File: src/rtl/acq_seq_pkg.sv
package acq_seq_pkg;

    typedef enum logic [2:0] {
        ST_IDLE    = 3'd0,
        ST_CAPTURE = 3'd1,
        ST_STORE   = 3'd2,
        ST_RDREQ   = 3'd3,
        ST_FILL    = 3'd4,
        ST_ACKWAIT = 3'd5,
        ST_DRAIN   = 3'd6,
        ST_FETCH   = 3'd7
    } seq_state_e;

    // event flag positions (status bit = 3 + index)
    localparam int EVT_N      = 4;
    localparam int EVT_FORCED = 0;
    localparam int EVT_STORED = 1;
    localparam int EVT_AVAIL  = 2;
    localparam int EVT_DONE   = 3;
    localparam int MASK_W     = EVT_N - 1;

    // host command bit positions
    localparam int CTL_N     = 3;
    localparam int CTL_START = 0;
    localparam int CTL_RDREQ = 1;
    localparam int CTL_ACK   = 2;

    typedef struct packed {
        logic [EVT_N-1:0] flags;
        seq_state_e       state;
    } seq_status_t;

    localparam int STAT_W = $bits(seq_status_t);

    // forced-stop event is never masked
    function automatic logic [EVT_N-1:0] evt_enables(input logic [MASK_W-1:0] mask);
        return {mask, 1'b1};
    endfunction

    function automatic logic irq_outstanding(input logic [EVT_N-1:0] flags,
                                             input logic [MASK_W-1:0] mask);
        return |(flags & evt_enables(mask));
    endfunction

endpackage

File: src/rtl/acq_host_ctrl.sv
module acq_host_ctrl
    import acq_seq_pkg::*;
(
    input  logic              clk,
    input  logic              rst,
    input  logic              ctrl_wr,
    input  logic [CTL_N-1:0]  ctrl_bits,
    input  logic [CTL_N-1:0]  consume,
    input  logic              mask_wr,
    input  logic [MASK_W-1:0] mask_data,
    output logic [CTL_N-1:0]  pend,
    output logic [MASK_W-1:0] mask
);

    for (genvar i = 0; i < CTL_N; i++) begin : g_cmd
        logic bit_q;

        always_ff @(posedge clk) begin
            if (rst) begin
                bit_q <= 1'b0;
            end else if (ctrl_wr && ctrl_bits[i]) begin
                bit_q <= 1'b1;
            end else if (consume[i]) begin
                bit_q <= 1'b0;
            end
        end

        assign pend[i] = bit_q;

        // a latched command bit survives until consumed
        p_cmd_hold_r2: assert property (@(posedge clk) disable iff (rst)
            (bit_q && !consume[i]) |=> bit_q);
    end

    always_ff @(posedge clk) begin
        if (rst) begin
            mask <= '0;
        end else if (mask_wr) begin
            mask <= mask_data;
        end
    end

endmodule

File: src/rtl/acq_seq_fsm.sv
module acq_seq_fsm
    import acq_seq_pkg::*;
#(
    parameter int LVL_W       = 8,
    parameter int FILL_THRESH = 64
) (
    input  logic             clk,
    input  logic             rst,
    input  logic [CTL_N-1:0] pend,
    input  logic             mem_cal_done,
    input  logic             irq_busy,
    input  logic             cap_done,
    input  logic             cap_forced,
    input  logic             store_done,
    input  logic [LVL_W-1:0] fifo_level,
    input  logic             drain_done,
    input  logic             fetch_done,
    output seq_state_e       state_q,
    output seq_state_e       state_d,
    output logic [CTL_N-1:0] consume,
    output logic [EVT_N-1:0] events,
    output logic             accept,
    output logic             cap_en,
    output logic             drain_en
);

    localparam logic [LVL_W:0] THRESH_V = (LVL_W + 1)'(FILL_THRESH);

    logic fifo_full_enough;
    assign fifo_full_enough = ({1'b0, fifo_level} >= THRESH_V);

    always_comb begin
        state_d = state_q;
        consume = '0;
        events  = '0;
        accept  = 1'b0;
        case (state_q)
            ST_IDLE: begin
                if (pend[CTL_START] && mem_cal_done && !irq_busy) begin
                    state_d            = ST_CAPTURE;
                    consume[CTL_START] = 1'b1;
                end
            end
            ST_CAPTURE: begin
                if (cap_done) begin
                    state_d            = ST_STORE;
                    events[EVT_FORCED] = cap_forced;
                end
            end
            ST_STORE: begin
                if (store_done) begin
                    state_d            = ST_RDREQ;
                    events[EVT_STORED] = 1'b1;
                end
            end
            ST_RDREQ: begin
                if (pend[CTL_RDREQ]) begin
                    state_d            = ST_FILL;
                    consume[CTL_RDREQ] = 1'b1;
                    accept             = 1'b1;
                end
            end
            ST_FILL: begin
                if (fifo_full_enough) begin
                    state_d           = ST_ACKWAIT;
                    events[EVT_AVAIL] = 1'b1;
                end
            end
            ST_ACKWAIT: begin
                if (pend[CTL_ACK]) begin
                    state_d          = ST_DRAIN;
                    consume[CTL_ACK] = 1'b1;
                end
            end
            ST_DRAIN: begin
                if (drain_done) begin
                    state_d = ST_FETCH;
                end
            end
            ST_FETCH: begin
                if (fetch_done) begin
                    state_d          = ST_IDLE;
                    events[EVT_DONE] = 1'b1;
                end
            end
            default: state_d = ST_IDLE;
        endcase
    end

    always_ff @(posedge clk) begin
        if (rst) begin
            state_q <= ST_IDLE;
        end else begin
            state_q <= state_d;
        end
    end

    assign cap_en   = (state_q == ST_CAPTURE);
    assign drain_en = (state_q == ST_FILL) || (state_q == ST_DRAIN);

    // Idle exit only with start, calibration and nothing outstanding
    p_idle_exit_r2: assert property (@(posedge clk) disable iff (rst)
        (state_q == ST_CAPTURE && $past(state_q) == ST_IDLE)
            |-> $past(pend[CTL_START] && mem_cal_done && !irq_busy));

    // capture holds until done
    p_capture_hold_r3: assert property (@(posedge clk) disable iff (rst)
        (state_q == ST_CAPTURE && !cap_done) |=> (state_q == ST_CAPTURE));

    // read-request waits for the host
    p_rdreq_wait_r6: assert property (@(posedge clk) disable iff (rst)
        (state_q == ST_RDREQ && !pend[CTL_RDREQ]) |=> (state_q == ST_RDREQ));

    // Fetch is entered only from Drain on drain_done
    p_drain_exit_r8: assert property (@(posedge clk) disable iff (rst)
        (state_q == ST_FETCH && $past(state_q) != ST_FETCH)
            |-> ($past(state_q) == ST_DRAIN && $past(drain_done)));

endmodule

File: src/rtl/acq_fetch_tally.sv
module acq_fetch_tally #(
    parameter int CNT_W = 24
) (
    input  logic             clk,
    input  logic             rst,
    input  logic             accept,
    input  logic [CNT_W-1:0] cap_count,
    input  logic             host_fetch,
    output logic [CNT_W-1:0] samp_count,
    output logic             fetch_done
);

    localparam logic [CNT_W-1:0] CNT_MAX = {CNT_W{1'b1}};

    logic [CNT_W-1:0] fetched_q;

    always_ff @(posedge clk) begin
        if (rst) begin
            samp_count <= '0;
            fetched_q  <= '0;
        end else if (accept) begin
            samp_count <= cap_count;
            fetched_q  <= '0;
        end else if (host_fetch && fetched_q != CNT_MAX) begin
            fetched_q  <= fetched_q + 1'b1;
        end
    end

    assign fetch_done = (fetched_q >= samp_count);

    // the tally never goes backwards except on restart
    p_tally_up_r9: assert property (@(posedge clk) disable iff (rst)
        !accept |=> (fetched_q >= $past(fetched_q)));

    // restart clears the tally and loads the count
    p_tally_load_r6: assert property (@(posedge clk) disable iff (rst)
        accept |=> (fetched_q == '0 && samp_count == $past(cap_count)));

endmodule

File: src/rtl/acq_event_flags.sv
module acq_event_flags
    import acq_seq_pkg::*;
(
    input  logic              clk,
    input  logic              rst,
    input  logic [EVT_N-1:0]  events,
    input  logic [MASK_W-1:0] mask,
    input  logic              clr_wr,
    input  logic [EVT_N-1:0]  clr,
    input  seq_state_e        state_q,
    input  seq_state_e        state_d,
    output logic              irq_busy,
    output logic              irq,
    output seq_status_t       status
);

    logic [EVT_N-1:0] flags_q;
    logic [EVT_N-1:0] flags_d;
    logic             irq_d;
    seq_status_t      status_d;

    always_comb begin
        flags_d = (flags_q & ~(clr_wr ? clr : '0)) | events;
        irq_d   = |(events & evt_enables(mask));
        if (state_q == ST_RDREQ) begin
            status_d = status;
        end else begin
            status_d = '{flags: flags_d, state: state_d};
        end
    end

    always_ff @(posedge clk) begin
        if (rst) begin
            flags_q <= '0;
            irq     <= 1'b0;
            status  <= '0;
        end else begin
            flags_q <= flags_d;
            irq     <= irq_d;
            status  <= status_d;
        end
    end

    assign irq_busy = irq_outstanding(flags_q, mask);

    for (genvar i = 0; i < EVT_N; i++) begin : g_sticky
        // a flag stays set unless cleared
        p_flag_sticky_r11: assert property (@(posedge clk) disable iff (rst)
            (flags_q[i] && !(clr_wr && clr[i])) |=> flags_q[i]);
    end

    // status is frozen while waiting for the read request
    p_status_hold_r10: assert property (@(posedge clk) disable iff (rst)
        (state_q == ST_RDREQ) |=> $stable(status));

    // forced stop always interrupts
    p_forced_irq_r4: assert property (@(posedge clk) disable iff (rst)
        events[EVT_FORCED] |=> irq);

endmodule

File: src/rtl/acq_bridge_seq.sv
module acq_bridge_seq
    import acq_seq_pkg::*;
#(
    parameter int CNT_W       = 24,
    parameter int LVL_W       = 8,
    parameter int FILL_THRESH = 64
) (
    input  logic              clk,
    input  logic              rst,
    input  logic              ctrl_wr,
    input  logic              ctrl_start,
    input  logic              ctrl_rd_req,
    input  logic              ctrl_rd_ack,
    input  logic              mask_wr,
    input  logic [MASK_W-1:0] mask_data,
    input  logic              flag_clr_wr,
    input  logic [EVT_N-1:0]  flag_clr,
    input  logic              mem_cal_done,
    input  logic              cap_done,
    input  logic              cap_forced,
    input  logic [CNT_W-1:0]  cap_count,
    input  logic              store_done,
    input  logic [LVL_W-1:0]  fifo_level,
    input  logic              drain_done,
    input  logic              host_fetch,
    output logic              cap_en,
    output logic              drain_en,
    output logic [CNT_W-1:0]  samp_count,
    output logic [STAT_W-1:0] status,
    output logic              irq
);

    logic [CTL_N-1:0]  ctrl_bits;
    logic [CTL_N-1:0]  pend;
    logic [CTL_N-1:0]  consume;
    logic [MASK_W-1:0] mask;
    logic [EVT_N-1:0]  events;
    logic              accept;
    logic              fetch_done;
    logic              irq_busy;
    seq_state_e        state_q;
    seq_state_e        state_d;
    seq_status_t       status_s;

    always_comb begin
        ctrl_bits            = '0;
        ctrl_bits[CTL_START] = ctrl_start;
        ctrl_bits[CTL_RDREQ] = ctrl_rd_req;
        ctrl_bits[CTL_ACK]   = ctrl_rd_ack;
    end

    acq_host_ctrl u_host (
        .clk       (clk),
        .rst       (rst),
        .ctrl_wr   (ctrl_wr),
        .ctrl_bits (ctrl_bits),
        .consume   (consume),
        .mask_wr   (mask_wr),
        .mask_data (mask_data),
        .pend      (pend),
        .mask      (mask)
    );

    acq_seq_fsm #(
        .LVL_W       (LVL_W),
        .FILL_THRESH (FILL_THRESH)
    ) u_fsm (
        .clk          (clk),
        .rst          (rst),
        .pend         (pend),
        .mem_cal_done (mem_cal_done),
        .irq_busy     (irq_busy),
        .cap_done     (cap_done),
        .cap_forced   (cap_forced),
        .store_done   (store_done),
        .fifo_level   (fifo_level),
        .drain_done   (drain_done),
        .fetch_done   (fetch_done),
        .state_q      (state_q),
        .state_d      (state_d),
        .consume      (consume),
        .events       (events),
        .accept       (accept),
        .cap_en       (cap_en),
        .drain_en     (drain_en)
    );

    acq_fetch_tally #(
        .CNT_W (CNT_W)
    ) u_tally (
        .clk        (clk),
        .rst        (rst),
        .accept     (accept),
        .cap_count  (cap_count),
        .host_fetch (host_fetch),
        .samp_count (samp_count),
        .fetch_done (fetch_done)
    );

    acq_event_flags u_flags (
        .clk      (clk),
        .rst      (rst),
        .events   (events),
        .mask     (mask),
        .clr_wr   (flag_clr_wr),
        .clr      (flag_clr),
        .state_q  (state_q),
        .state_d  (state_d),
        .irq_busy (irq_busy),
        .irq      (irq),
        .status   (status_s)
    );

    assign status = status_s;

    // an interrupt only accompanies a change of reported state
    p_irq_on_change_r12: assert property (@(posedge clk) disable iff (rst)
        irq |-> (status_s.state != $past(status_s.state)));

    // return from Fetch only after all samples were taken
    p_fetch_exit_r9: assert property (@(posedge clk) disable iff (rst)
        (state_q == ST_IDLE && $past(state_q) == ST_FETCH) |-> $past(fetch_done));

endmodule

File: config.mk
export PLATFORM = sky130hd
export DESIGN_NAME = acq_bridge_seq
export DESIGN_NICKNAME = d
export VERILOG_FILES = /design/src/rtl/acq_seq_pkg.sv /design/src/rtl/acq_host_ctrl.sv /design/src/rtl/acq_seq_fsm.sv /design/src/rtl/acq_fetch_tally.sv /design/src/rtl/acq_event_flags.sv /design/src/rtl/acq_bridge_seq.sv
export SDC_FILE = /design/constraint.sdc
export NUM_CORES = 1
export LEC_CHECK = 0
export ABC_CLOCK_PERIOD_IN_PS = 5230
export BUFFER_PORTS_ARGS = -buffer_cell sky130_fd_sc_hd__buf_2
export CORE_MARGIN = 2
export CORE_UTILIZATION = 41
export DETAILED_ROUTE_END_ITERATION = 8
export GPL_TIMING_DRIVEN = 0
export PLACE_DENSITY = 0.62
export SYNTH_ARGS = -nofsm -noshare
export SYNTH_HDL_FRONTEND = slang
export SYNTH_SLANG_ARGS = --single-unit
File: constraint.sdc
create_clock -name clk -period 5.23 [get_ports clk]
set_clock_uncertainty 0.1 [all_clocks]
set_input_delay 0 -clock clk [delete_from_list [all_inputs] [get_ports clk]]
set_output_delay 0 -clock clk [all_outputs]
set_load 0.01 [all_outputs]
==> impl_metrics.tcl <==
set metrics [dict create \
    status "completed" \
    cts.sinks 69 \
    synthesis.nets 512 \
    worst_slew_pin_slew_ns 0.546 \
    grt_pass1_vias 3211 \
    die_h_um 96.6 \
    maxSlewHeadroom_pct 63.6 \
    rsz0062_at_grt "no" \
    postCtsSetupBuffers 0 \
    syn-cell-area_sq_mm 0.00351 \
    power_density_mw_per_mm2 236 \
    antenna_found_initial 0 \
    avgSynthCellArea_sq_um 8.09 \
    drc 0 \
    start_kind "register" \
    min_delay_path_depth 4 \
    worst_setup_path_end_kind "register" \
    ys_types 47 \
    nFillCells 778 \
    gp_congestion 0.800 \
    max_freq_mhz 410 \
    dpl.hpwl_mm 6.43 \
    met2_usage_pct 34.0 \
    p_leak_uw 0.00197 \
    routed_wl_mm 9.07 \
    antenna_cells 0 \
    min_period_over_period_pct 46.6 \
    grt_util_met3_pct 4.58 \
    tritoncts "built" \
    hp-class "in -> reg" \
    dp.cells 619 \
    start_util_pct 42.5 \
    ys_warn_count 0 \
    crit_arrival_ns 2.56 \
    io_pins 87 \
    drive_gt1_share_pct 19.6 \
    met1_usage_pct 25.9 \
    port_buffers 80 \
    clk_latency_ns 0.35 \
    final_cells 682 \
    grt_start_max_net_pins 13 \
    ys.flop_type "dfxtp_1" \
    ys_seq_area_share_pct 39.3 \
    fin_util_pct 57.3 \
    synth_cells 434 \
    drt_iter0_markers 111 \
    final-max-slew-violation-count 0 \
    syn2layout_area_growth_pct 34.7 \
    drtAntennaViolNets 0 \
    drt-pass1-iter-count 5 \
    grt_pass1_wl_mm 14.5 \
    clkTransAtPathRegs_ns 0.08 \
    final_hold_viol_count 0 \
    crit_fanout 10 \
    crit_type "reg -> reg" \
    vdd_drop_max_uv 128 \
    viasPerCell 5.11 \
    reg2reg_slack_ns 2.79 \
    ys_async_sr_fraction_pct 0 \
    die-area_sq_mm 0.00932 \
    crit_required_ns 5.35 \
    ys_ff_latch 69 \
    root_buffer "clkbuf_8" \
    max_cap_viol_count 0 \
    synth_edf_count 0 \
    routedWlPerCell_um 13.3 \
    clk_path_buf_depth 2 \
    grt.overflow.total 0 \
    fin_setup_tns_ns 0 \
    synthDominantCellAreaShare_pct 39.3 \
    grt_use_total_pct 20.2 \
    cts_buffers 9 \
    busiest_layer "met2" \
    min_period_ns 2.44 \
    cts_resized 0 \
    ys_top_cells_by_area "dfxtp_1, ha_1, nand2_1, a21oi_1, nor2_1" \
    nNetsFinal 650 \
    ctsHoldBuffers 47 \
    die_w_um 96.6 \
    setup_viol 0 \
    reg2regPathDepth 7 \
    vias 3483 \
    core-area_sq_mm 0.00826 \
    synth_area_leader_cell "dfxtp_1" \
    h-tree-depth 3 \
    core.rowCount 33 \
]
-- cell usage after synthesis (4+ instances only) --
cell type,count
nand2_1,73
inv_1,31
and3_1,7
o21ai_0,14
a21oi_1,39
a211oi_1,8
nand4_1,6
xnor2_1,8
clkbuf_1,11
a31oi_1,5
nor2_1,40
xor2_1,9
nor2b_1,4
ha_1,25
mux2i_1,4
nor3_1,7
buf_2,5
dfxtp_1,69
o211ai_1,4
nand3_1,16
-- metal layers --
| layer | share of wire (%) | up-vias |
|---|---|---|
| met5 | 0 | - |
| met2 | 47 | 83 |
| met3 | 4.6 | 7 |
| li1 | - | 1768 |
| met1 | 47 | 1625 |
| met4 | 1.0 | 0 |
-- registers in the layout, indices dropped and copies added, names as in the netlist --
name                cells
u_flags.status          7
u_host.g_cmd.bit_q      3
u_tally.samp_count     24
u_tally.fetched_q      24
u_fsm.state_q           3
u_host.mask             3
u_flags.irq             1
u_flags.flags_q         4
-- report_power, final --
part	leakage (uW)	switching (uW)	internal [uW]
registers	0.000558	7.39	532
clock network	0.0000985	217	268
logic	0.00132	38.5	54.1
-- logic make-up (layout without fill, tap and decap cells) --
| group | after synthesis | count (layout) | synth area share (%) |
|---|---|---|---|
| flops | 69 | 69 | 39.3 |
| mux | 5 | 5 | 1.46 |
| fa+ha+maj | 25 | 25 | 8.91 |
| xor+xnor | 17 | 17 | 4.24 |
| simple gates | 185 | 185 | 26.1 |
| compound gates | 85 | 85 | 14.6 |
| buf+inv | 48 | 191 | 5.41 |
-- through the flow --
stage                     area (sq um)  hold slack, ns  power (uW)  setup slack, ns
after floorplan                   3510          0.0360         584             3.06
after global placement            4040           0.134         614             2.85
after detailed placement          4040           0.143         615             2.82
after CTS                         4730          0.0590        1120             2.78
after global routing              4730          0.0986        1160             2.53
final                             4730          0.0526        1120             2.79
-- placed cells by master, fill, tap and decap left out, types with 9 or more instances in the layout --
master         instances
clkbuf_8               9
dfxtp_1               69
o21ai_0               14
dlygate4sd3_1         47
xor2_1                 9
nand2_1               73
inv_1                 31
buf_2                 85
nand3_1               16
nor2_1                40
clkbuf_1              12
ha_1                  25
a21oi_1               39
-- layout make-up --
class | instances | area (sq um) | share of cell area [%]
clock buffers | 10 | 128 | 2.70
multi-input cells | 317 | 1940 | 41.0
flip-flops and latches | 69 | 1380 | 29.2
repair buffers | 127 | 871 | 18.4
plain buffers | 17 | 73.8 | 1.56
clock inverters | 6 | 87.6 | 1.85
well taps | 105 | 131 | 2.78
inverters | 31 | 116 | 2.46
-- worst paths after layout --
kind | endpoint | start
setup / recovery | u_host.g_cmd[1].bit_q$_SDFFE_PP0P_ | u_fsm.state_q[1]$_SDFF_PP0_
hold / removal | u_flags.irq$_SDFF_PP0_ | cap_forced
setup reg to reg | u_host.g_cmd[1].bit_q$_SDFFE_PP0P_ | u_fsm.state_q[1]$_SDFF_PP0_
hold reg to reg | u_tally.samp_count[2]$_SDFFE_PP0P_ | u_tally.samp_count[2]$_SDFFE_PP0P_
-- worst max-delay path, stage by stage (launching register included) --
cell and delay [ns]:
dfxtp_1 0.31, clkbuf_1 0.28, nand2_1 0.24, or2_2 0.33
clkbuf_1 0.24, a22oi_1 0.20, dlygate4sd3_1 0.57, nor2_1 0.04
No activity file was read; power rests on OpenSTA's default activity.
